==> config.mk <==
export PLATFORM = sky130hd
export DESIGN_NAME = shmem_ctrl
export DESIGN_NICKNAME = d
export VERILOG_FILES = /design/src/rtl/shmem_pkg.sv /design/src/rtl/shmem_agen.sv /design/src/rtl/shmem_ctl.sv /design/src/rtl/shmem_dp.sv /design/src/rtl/shmem_ctrl.sv
export SDC_FILE = /design/constraint.sdc
export NUM_CORES = 1
export LEC_CHECK = 0
export BUFFER_PORTS_ARGS = -buffer_cell sky130_fd_sc_hd__buf_4
export CAP_MARGIN = 15
export CORE_UTILIZATION = 35
export CTS_BUF_LIST = sky130_fd_sc_hd__clkbuf_8 sky130_fd_sc_hd__clkbuf_16
export DETAILED_ROUTE_END_ITERATION = 6
export SETUP_SLACK_MARGIN = 0.3
export SYNTH_ARGS = -nofsm -noshare
export SYNTH_HDL_FRONTEND = slang
export SYNTH_HIERARCHICAL = 1
export SYNTH_SLANG_ARGS = --single-unit
export TNS_END_PERCENT = 1
==> constraint.sdc <==
create_clock -name clk -period 5.9 [get_ports clk]
set_input_delay 0.885 -clock clk [delete_from_list [all_inputs] [get_ports clk]]
set_output_delay 0.885 -clock clk [all_outputs]
set_load 0.01 [all_outputs]
==> src/rtl/shmem_pkg.sv <==
package shmem_pkg;
  parameter int unsigned SHM_PORTS  = 4;
  parameter int unsigned SHM_DATA_W = 16;
  parameter int unsigned SHM_ADDR_W = 13;
  localparam int unsigned SHM_PIDX_W = (SHM_PORTS > 1) ? $clog2(SHM_PORTS) : 1;

  typedef enum logic [1:0] {
    AGEN_SEQ    = 2'd0,
    AGEN_STRIDE = 2'd1,
    AGEN_CIRC   = 2'd2,
    AGEN_SPARE  = 2'd3
  } agenMode_e;

  typedef enum logic [2:0] {
    CFG_BASE   = 3'd0,
    CFG_STRIDE = 3'd1,
    CFG_LIMIT  = 3'd2,
    CFG_MODE   = 3'd3,
    CFG_ARB    = 3'd4
  } cfgSel_e;

  // strobes from control to datapath
  typedef struct packed {
    logic                  access;
    logic                  write;
    logic [SHM_PIDX_W-1:0] gntIdx;
    logic                  cfgWr;
    cfgSel_e               cfgSel;
    logic [SHM_PIDX_W-1:0] cfgPort;
  } ctrlStrobe_t;
endpackage

==> src/rtl/shmem_agen.sv <==
module shmem_agen
  import shmem_pkg::*;
#(
  parameter int unsigned ADDR_W = SHM_ADDR_W
) (
  input  logic              clk,
  input  logic              rstN,
  input  logic              cfgWr,
  input  cfgSel_e           cfgSel,
  input  logic [ADDR_W-1:0] cfgData,
  input  logic              advance,
  output logic [ADDR_W-1:0] ptr
);
  localparam int unsigned SUM_W = ADDR_W + 1;

  logic [ADDR_W-1:0] baseQ, strideQ, limitQ, ptrQ, nextPtr;
  agenMode_e         modeQ;
  logic [SUM_W-1:0]  stepSum;
  logic [ADDR_W-1:0] stepAmt;

  always_comb begin
    stepAmt = (modeQ == AGEN_STRIDE || modeQ == AGEN_CIRC) ? strideQ : ADDR_W'(1);
    stepSum = {1'b0, ptrQ} + {1'b0, stepAmt};
    if (modeQ == AGEN_CIRC && stepSum >= {1'b0, limitQ}) nextPtr = baseQ;
    else                                                  nextPtr = stepSum[ADDR_W-1:0];
  end

  always_ff @(posedge clk or negedge rstN) begin
    if (!rstN) begin
      baseQ   <= '0;
      strideQ <= '0;
      limitQ  <= '0;
      modeQ   <= AGEN_SEQ;
      ptrQ    <= '0;
    end else begin
      if (cfgWr && cfgSel == CFG_BASE)   baseQ   <= cfgData;
      if (cfgWr && cfgSel == CFG_STRIDE) strideQ <= cfgData;
      if (cfgWr && cfgSel == CFG_LIMIT)  limitQ  <= cfgData;
      if (cfgWr && cfgSel == CFG_MODE)   modeQ   <= agenMode_e'(cfgData[1:0]);
      if (cfgWr && cfgSel == CFG_BASE)      ptrQ <= cfgData;
      else if (cfgWr && cfgSel == CFG_MODE) ptrQ <= baseQ;
      else if (advance)                     ptrQ <= nextPtr;
    end
  end

  assign ptr = ptrQ;
endmodule

==> src/rtl/shmem_ctl.sv <==
module shmem_ctl
  import shmem_pkg::*;
#(
  parameter int unsigned NUM_PORTS = SHM_PORTS,
  localparam int unsigned PIDX_W   = SHM_PIDX_W
) (
  input  logic                 clk,
  input  logic                 rstN,
  input  logic [NUM_PORTS-1:0] portReq,
  input  logic [NUM_PORTS-1:0] portWe,
  input  logic                 cfgWe,
  input  logic [PIDX_W-1:0]    cfgPort,
  input  logic [2:0]           cfgSel,
  input  logic                 cfgArbBit,
  output logic [NUM_PORTS-1:0] portGnt,
  output ctrlStrobe_t          strobe
);
  logic              rotateQ;
  logic [PIDX_W-1:0] lastIdxQ;
  logic              found;
  logic [PIDX_W-1:0] gntIdx;
  int                cand;

  always_comb begin
    found  = 1'b0;
    gntIdx = '0;
    cand   = 0;
    for (int k = 0; k < int'(NUM_PORTS); k++) begin
      cand = rotateQ ? (int'(lastIdxQ) + 1 + k) % int'(NUM_PORTS) : k;
      if (!found && portReq[PIDX_W'(cand)]) begin
        found  = 1'b1;
        gntIdx = PIDX_W'(cand);
      end
    end
  end

  for (genvar p = 0; p < NUM_PORTS; p++) begin : g_gnt
    assign portGnt[p] = found && (gntIdx == PIDX_W'(p));
  end

  always_comb begin
    strobe.access  = found;
    strobe.write   = found && portWe[gntIdx];
    strobe.gntIdx  = gntIdx;
    strobe.cfgWr   = cfgWe;
    strobe.cfgSel  = cfgSel_e'(cfgSel);
    strobe.cfgPort = cfgPort;
  end

  always_ff @(posedge clk or negedge rstN) begin
    if (!rstN) begin
      rotateQ  <= 1'b0;
      lastIdxQ <= PIDX_W'(NUM_PORTS - 1);
    end else begin
      if (cfgWe && cfgSel_e'(cfgSel) == CFG_ARB) rotateQ <= cfgArbBit;
      if (found) lastIdxQ <= gntIdx;
    end
  end
endmodule

==> src/rtl/shmem_dp.sv <==
module shmem_dp
  import shmem_pkg::*;
#(
  parameter int unsigned NUM_PORTS = SHM_PORTS,
  parameter int unsigned DATA_W    = SHM_DATA_W,
  parameter int unsigned ADDR_W    = SHM_ADDR_W,
  localparam int unsigned PIDX_W   = SHM_PIDX_W
) (
  input  logic                              clk,
  input  logic                              rstN,
  input  ctrlStrobe_t                       strobe,
  input  logic [ADDR_W-1:0]                 cfgWdata,
  input  logic [NUM_PORTS-1:0][DATA_W-1:0]  portWdata,
  input  logic [DATA_W-1:0]                 memRdata,
  output logic                              memEn,
  output logic                              memWe,
  output logic [ADDR_W-1:0]                 memAddr,
  output logic [DATA_W-1:0]                 memWdata,
  output logic [NUM_PORTS-1:0]              portRvalid,
  output logic [NUM_PORTS-1:0][DATA_W-1:0]  portRdata
);
  logic [NUM_PORTS-1:0][ADDR_W-1:0] ptrs;
  logic [NUM_PORTS-1:0]             rvalidQ;

  for (genvar p = 0; p < NUM_PORTS; p++) begin : g_port
    shmem_agen #(.ADDR_W(ADDR_W)) i_agen (
      .clk     (clk),
      .rstN    (rstN),
      .cfgWr   (strobe.cfgWr && strobe.cfgPort == PIDX_W'(p)),
      .cfgSel  (strobe.cfgSel),
      .cfgData (cfgWdata),
      .advance (strobe.access && strobe.gntIdx == PIDX_W'(p)),
      .ptr     (ptrs[p])
    );

    always_ff @(posedge clk or negedge rstN) begin
      if (!rstN) rvalidQ[p] <= 1'b0;
      else       rvalidQ[p] <= strobe.access && !strobe.write && strobe.gntIdx == PIDX_W'(p);
    end

    assign portRdata[p] = rvalidQ[p] ? memRdata : '0;
  end

  assign memEn      = strobe.access;
  assign memWe      = strobe.access && strobe.write;
  assign memAddr    = ptrs[strobe.gntIdx];
  assign memWdata   = portWdata[strobe.gntIdx];
  assign portRvalid = rvalidQ;
endmodule

==> src/rtl/shmem_ctrl.sv <==
module shmem_ctrl
  import shmem_pkg::*;
#(
  parameter int unsigned NUM_PORTS = SHM_PORTS,
  parameter int unsigned DATA_W    = SHM_DATA_W,
  parameter int unsigned ADDR_W    = SHM_ADDR_W,
  localparam int unsigned PIDX_W   = SHM_PIDX_W
) (
  input  logic                             clk,
  input  logic                             rstN,
  input  logic [NUM_PORTS-1:0]             portReq,
  input  logic [NUM_PORTS-1:0]             portWe,
  input  logic [NUM_PORTS-1:0][DATA_W-1:0] portWdata,
  output logic [NUM_PORTS-1:0]             portGnt,
  output logic [NUM_PORTS-1:0]             portRvalid,
  output logic [NUM_PORTS-1:0][DATA_W-1:0] portRdata,
  input  logic                             cfgWe,
  input  logic [PIDX_W-1:0]                cfgPort,
  input  logic [2:0]                       cfgSel,
  input  logic [ADDR_W-1:0]                cfgWdata,
  output logic                             memEn,
  output logic                             memWe,
  output logic [ADDR_W-1:0]                memAddr,
  output logic [DATA_W-1:0]                memWdata,
  input  logic [DATA_W-1:0]                memRdata
);
  ctrlStrobe_t strobe;

  shmem_ctl #(.NUM_PORTS(NUM_PORTS)) i_ctl (
    .clk       (clk),
    .rstN      (rstN),
    .portReq   (portReq),
    .portWe    (portWe),
    .cfgWe     (cfgWe),
    .cfgPort   (cfgPort),
    .cfgSel    (cfgSel),
    .cfgArbBit (cfgWdata[0]),
    .portGnt   (portGnt),
    .strobe    (strobe)
  );

  shmem_dp #(.NUM_PORTS(NUM_PORTS), .DATA_W(DATA_W), .ADDR_W(ADDR_W)) i_dp (
    .clk        (clk),
    .rstN       (rstN),
    .strobe     (strobe),
    .cfgWdata   (cfgWdata),
    .portWdata  (portWdata),
    .memRdata   (memRdata),
    .memEn      (memEn),
    .memWe      (memWe),
    .memAddr    (memAddr),
    .memWdata   (memWdata),
    .portRvalid (portRvalid),
    .portRdata  (portRdata)
  );
endmodule

==> results of run 1 <==
## kinds of logic after synthesis
kind of cell / Yosys count / synth area share (%)
DFF: 223 / 37.9
buffers and inverters: 139 / 4.75
and+or+nand+nor: 522 / 17.9
xor gates and xnor gates: 46 / 2.74
AOI/OAI and AO/OA: 318 / 13.8
muxes: 148 / 13.2
adders and majority gates: 112 / 9.73
## power breakdown
part	internal [µW]	switching, µW	total [µW]
Combinational	2140	2650	4790
Sequential	1950	451	2400
Clock	902	662	1560
Total	4990	3760	8760
## per-stage QoR
step | util, % | hold WS, ps
floorplan | - | 444
global route | 42.6 | 369
global placement | 40.6 | 458
CTS | 42.6 | 342
detailed placement | 40.6 | 463
finish | 42.6 | 315
## cell usage after synthesis, types with 4 or more instances
| master | instances |
|---|---|
| xor2_1 | 10 |
| nand4_1 | 5 |
| a21oi_2 | 4 |
| a22oi_1 | 10 |
| a21oi_1 | 90 |
| buf_12 | 4 |
| buf_4 | 9 |
| o211ai_1 | 8 |
| nand2b_1 | 8 |
| o41ai_1 | 4 |
| or2_2 | 7 |
| nand3_1 | 18 |
| o21ai_1 | 12 |
| and3_1 | 7 |
| o21ai_0 | 77 |
| nor2_1 | 25 |
| clkbuf_1 | 41 |
| nand2_1 | 253 |
| and2_1 | 66 |
| a211oi_1 | 7 |
| xnor2_1 | 36 |
| o21bai_1 | 6 |
| nor4_1 | 5 |
| nor3b_1 | 12 |
| mux4_1 | 6 |
| mux2_2 | 61 |
| nor2b_1 | 65 |
| nor3_1 | 19 |
| buf_6 | 6 |
| or3_1 | 7 |
| mux4_2 | 23 |
| fa_1 | 4 |
| a21o_1 | 23 |
| ha_1 | 108 |
| a31oi_1 | 5 |
| dfrtp_1 | 221 |
| mux2i_1 | 56 |
| inv_1 | 65 |
| o22ai_1 | 45 |
| buf_2 | 11 |
| and3b_1 | 4 |
## state kept, by name (all words and copies together) (netlist names)
| signal | count |
|---|---|
| i_ctl/rotateQ | 1 |
| i_dp/g_port.i_agen/strideQ | 52 |
| i_dp/portRvalid | 4 |
| i_ctl/lastIdxQ | 2 |
| i_dp/g_port.i_agen/baseQ | 52 |
| i_dp/g_port.i_agen/limitQ | 52 |
| i_dp/g_port.i_agen/modeQ | 8 |
| i_dp/g_port.i_agen/ptr | 52 |
## metal layers
layer | vias up | part of all wire [%] | global-route usage, %
met5 | - | 0 | 0
met4 | 0 | 3.2 | 7.49
met3 | 75 | 6.8 | 3.11
met2 | 499 | 48 | 38.7
met1 | 6020 | 42 | 29.3
li1 | 5708 | - | -
## layout make-up
class                           count  area (µm²)
Multi-Input combinational cell   1146        8480
Tap cell                          532         666
Fill cell                        4054       23600
Clock buffer                       30         717
Inverter                           65         244
Clock inverter                     17         103
Antenna cell                        1        2.50
Timing Repair Buffer              230        1740
Sequential cell                   223        5580
## final timing paths
| path | to | depth (start not counted) | slack, ps |
|---|---|---|---|
| worst min register to register | i_dp/g_port[1].i_agen/baseQ[7] | 2 | 480 |
| worst min-delay path | i_dp/g_port[0].i_agen/limitQ[8] | 1 | 310 |
| worst max register to register | i_dp/g_port[0].i_agen/ptr[4] | 17 | 720 |
| max in group asynchronous | i_dp/g_port[1].i_agen/baseQ[3] | 2 | 4390 |
| worst max-delay path | i_dp/g_port[0].i_agen/ptr[4] | 17 | 720 |
| min in group clk | i_dp/g_port[1].i_agen/baseQ[7] | 2 | 480 |
## worst max-delay path: stages, from the launching register on
cell,delay (ps)
dfrtp_1,320
inv_1,50
ha_1,430
or2_2,350
ha_1,220
fa_1,400
a21o_1,210
a22oi_1,240
a21oi_1,130
o41ai_1,380
xnor2_1,170
ha_1,210
a21o_1,180
a2111oi_4,350
nand4_2,170
o32ai_4,800
mux2i_1,290
a21oi_1,90
==> flow_summary.ini, run 1 <==
[route]
ant_nets = 0
vias_per_cell = 5.48
wl_per_cell_um = 21.6
vias = 12300
wl_mm = 48.6
drc = 38
drtPass1Iterations = 7
drt_iter0_drc = 1053

[final_layout]
final_common_cell = nand2_1
drive_above_1_share_pct = 23.0
final_cell_mix = 253 x nand2_1, 228 x buf_4, 221 x dfrtp_1, 108 x ha_1, 90 x a21oi_1
layoutNonFillerInstCount = 2244
fin_area_um2 = 17500
final_nets = 1913
areaGrowthSynthToFinish_pct = 19.1

[cts]
cts_tree = done
cts_setup_buffers = 0
cts_sinks = 223
cts-resized-gates = 0
htree_levels = 1
root_buffer = clkbuf_16
cts.path.max_buffers = 3
path_clk_slew_ps = 70
cts_hold_buf = 0
clock_latency_ps = 560
cts_buffers = 26

[global_routing]
antenna_found_initial = 4
grt.total_usage_pct = 22.6
grt_pass1_wl_mm = 74.8
grt_start_max_net_pins = 78
grt_pass1_vias = 12100
overflow = 0

[yosys]
postSynthAreaPerCell_um2 = 9.76
seq_area_frac_synth_pct = 37.9
synth_ff_type = dfrtp_1
synth_largest_area_cell = dfrtp_1
netlist.area_leader.share_pct = 37.6
synth_area_um2 = 14700
synth.distinct_cells = 74
synthArstFlopShare_pct = 100
synth_edf_count = 0
yosysWarnings = 6
ys_ff_latch = 223
synth.area.top_cells = dfrtp_1 38%, ha_1 9.2%, nand2_1 6.5%, mux2_2 4.7%, mux2i_1 3.8%
synth_fp_nets = 1729
syn_inst = 1508

[timing]
clock_skew_ps = 22.6
maxSlewViolCount = 0
setup_violations = 0
finalCriticalPeriod_ps = 5180
tns_ps = 0
hold_viol = 0
grt_setup_unrepaired = no
fin_ws_ps = 715
fmax_mhz = 193
relSlewSlack_pct = 27.8
post-route-period-util_pct = 87.9
worst_pin_slew_ps = 1070

[floorplanning]
chipHeight_um = 207
rows = 74
pin_count = 212
dieWidth_um = 207
die-area_um2 = 42900
core_area_um2 = 41100
initial_utilization_pct = 35.8

[setup_path]
critPathLaunch = i_dp/g_port[0].i_agen/modeQ[0]
critPathCaptureType = register
reg2reg_from = i_dp/g_port[0].i_agen/modeQ[0]
crit_required_ps = 6290
crit_type = register to register
arrival_ps = 5580
critical_path.startpoint_type = register
crit_fanout = 13

[place]
gp_congestion = 0.935
place_area_um2 = 16700
place_ws_ps = 785
dp_hpwl_mm = 35.9
place_inst = 2195
port_buffers = 211

[outcome]
violations = design-rule violations
status = finished, violations left

[run]
cap_violations = 0

[min_path]
hp-class = input pin to async pin

[power_and_ir_drop]
power_uw = 8760
vdd_ir_drop_max_mv = 0.263
power_density_nw_per_um2 = 500
power_leakage_uw = 0.00836
No activity file was read; power rests on OpenSTA's default activity.
==> inputs of run 2 (changes only) <==
--- a/config.mk
+++ b/config.mk
@@ -7,9 +7,10 @@
 export LEC_CHECK = 0
 export BUFFER_PORTS_ARGS = -buffer_cell sky130_fd_sc_hd__buf_4
 export CAP_MARGIN = 15
-export CORE_UTILIZATION = 35
+export CORE_UTILIZATION = 59
 export CTS_BUF_LIST = sky130_fd_sc_hd__clkbuf_8 sky130_fd_sc_hd__clkbuf_16
 export DETAILED_ROUTE_END_ITERATION = 6
+export PLACE_DENSITY = 0.82
 export SETUP_SLACK_MARGIN = 0.3
 export SYNTH_ARGS = -nofsm -noshare
 export SYNTH_HDL_FRONTEND = slang
==> run 2 against run 1 <==
  * Critical path depth increased by 1
  * Worst setup slack better by 38 ps
  * Die area fell by 40%
  * Sequential share of layout area is 0.45 points higher
  * Via count increased by 2.6%
  * Non-clock buffer count is 4 lower
  * Clock power increased by 3%
  * Hold slack improved by 69 ps
  * The run now ends clean
==> flow_summary.ini, run 2 (synthesized netlist as in run 1, its figures left out) <==
[route]
wl_mm = 45.2
drt_iter0_drc = 1074
vias = 12600
drtPass1Iterations = 6
wl_per_cell_um = 22.2
vias_per_cell = 6.22
drc = 0
ant_nets = 0

[setup_path]
critical_path.startpoint_type = register
cpMostUsedCell = ha_1
reg2reg_depth = 18
cp_cell_sequence = ha_1 > or2_2 > ha_1 > fa_1 > a21o_1 > a221oi_1 > nor3_1 > a211oi_1 > xnor2_1 > ha_1 > nand3_1 > nor3_1 > nand2_1 > a21oi_1 > o32a_1 > buf_4 > mux2i_1 > a21oi_1
rr_endpoint = i_dp/g_port[1].i_agen/ptr[10]
cpLargestDelayFamily = adder cells
crit_type = register to register
rrSetupSlack_ps = 750
cp_num_buf_inv = 1
reg2reg_from = i_dp/g_port[1].i_agen/modeQ[1]
critPathCaptureType = register
crit_slowest_cell = ha_1
endpoint = i_dp/g_port[1].i_agen/ptr[10]
arrival_ps = 5520
crit_required_ps = 6270
cp_slowest_stage_delay_ps = 480
path_depth = 18
critPathLaunch = i_dp/g_port[1].i_agen/modeQ[1]
crit_fanout = 13

[power_and_ir_drop]
vdd_ir_drop_max_mv = 0.372
switching_share_pct = 42.7
pwr-share-clk_pct = 18.2
power_density_nw_per_um2 = 511
power_uw = 8830
internal_power_uw = 5060
power_leakage_uw = 0.00834
comb_power_share_pct = 54.6
switching_power_uw = 3770
seqPwrFrac_pct = 27.3

[place]
dp_hpwl_mm = 32.3
gp_congestion = 0.925
place_ws_ps = 789
port_buffers = 211

[cts]
cts_setup_buffers = 0
cts_buffers = 25
cts_tree = done
clock_latency_ps = 540
root_buffer = clkbuf_16
htree_levels = 1
cts-resized-gates = 0
cts_sinks = 223
cts.path.max_buffers = 3
path_clk_slew_ps = 60
cts_hold_buf = 0

[timing]
worst_pin_slew_ps = 1130
maxSlewViolCount = 0
finalCriticalPeriod_ps = 5150
relSlewSlack_pct = 24.6
fmax_mhz = 194
fin_ws_ps = 753
tns_ps = 0
grt_setup_unrepaired = no
post-route-period-util_pct = 87.2
setup_violations = 0
hold_viol = 0
holdWs_ps = 384
clock_skew_ps = 22.3

[global_routing]
grt_pass1_wl_mm = 70.4
grt_pass1_vias = 12600
grt_start_max_net_pins = 122
antenna_found_initial = 1
grt.total_usage_pct = 35.4
overflow = 0

[run]
cap_violations = 0

[outcome]
status = finished clean

[floorplanning]
rows = 57
die-area_um2 = 25600
chipHeight_um = 160
core_area_um2 = 24400
dieWidth_um = 160
initial_utilization_pct = 60.3
pin_count = 212

[final_layout]
final_nets = 1908
multi_input_area_um2 = 8480
areaGrowthSynthToFinish_pct = 17.4
regArea_um2 = 5580
final_cell_mix = 253 x nand2_1, 223 x buf_4, 221 x dfrtp_1, 108 x ha_1, 90 x a21oi_1
final_common_cell = nand2_1
fillerInstances = 1826
fin_util_pct = 70.9
drive_above_1_share_pct = 23.1

[min_path]
hp-class = input pin to async pin
==> run 2: cell types whose count changed in the layout (fill, tap and decap cells not counted) <==
cell        change
buf_12          +1
buf_4           -5
bufinv_16       +2
clkbuf_16       -2
clkbuf_8        +1
clkinv_2        -1
clkinv_4        -1
clkinvlp_4      +3
inv_1           -5
inv_6           +1
inv_8           +1
==> run 2: area by class of cell <==
class	instances	area share [%]
Inverter	65	1.41
Tap cell	324	2.35
Timing Repair Buffer	226	9.95
Sequential cell	223	32.3
Multi-Input combinational cell	1146	49.0
Clock buffer	29	3.94
Antenna cell	1	0.0145
Clock inverter	17	0.999
==> run 2: power by group through the flow <==
stage	Sequential, µW	Combinational, µW	Clock, µW
finish	2410	4820	1610
global route	2440	5230	1690
CTS	2390	4760	1630
detailed placement	2410	4710	0
global placement	2390	4550	0
floorplan	2160	3460	0
==> run 2: worst min path at each step <==
stage               depth (start not counted)                            start                               to
CTS                                         1                             rstN  i_dp/g_port[3].i_agen/limitQ[6]
floorplan                                   2   i_dp/g_port[3].i_agen/baseQ[0]   i_dp/g_port[3].i_agen/baseQ[0]
global placement                            2  i_dp/g_port[3].i_agen/baseQ[11]  i_dp/g_port[3].i_agen/baseQ[11]
global route                                1                             rstN  i_dp/g_port[3].i_agen/limitQ[6]
detailed placement                          2   i_dp/g_port[2].i_agen/baseQ[5]   i_dp/g_port[2].i_agen/baseQ[5]
finish                                      1                             rstN  i_dp/g_port[3].i_agen/limitQ[6]
==> run 2: metrics by stage <==
step | area [µm²] | cells
floorplan | 14700 | 1508
global placement | 16400 | 1983
detailed placement | 16400 | 1983
CTS | 17300 | 2029
global route | 17300 | 2030
finish | 17300 | 2031
==> run 2: per-layer routing <==
metal  vias up  GRT usage [%]  share of wire [%]
met5         -              0                  0
met4         0           17.1                5.2
met3       157           5.92                8.8
met2       684           58.9                 48
met1      6104           44.8                 38
li1       5683              -                  -
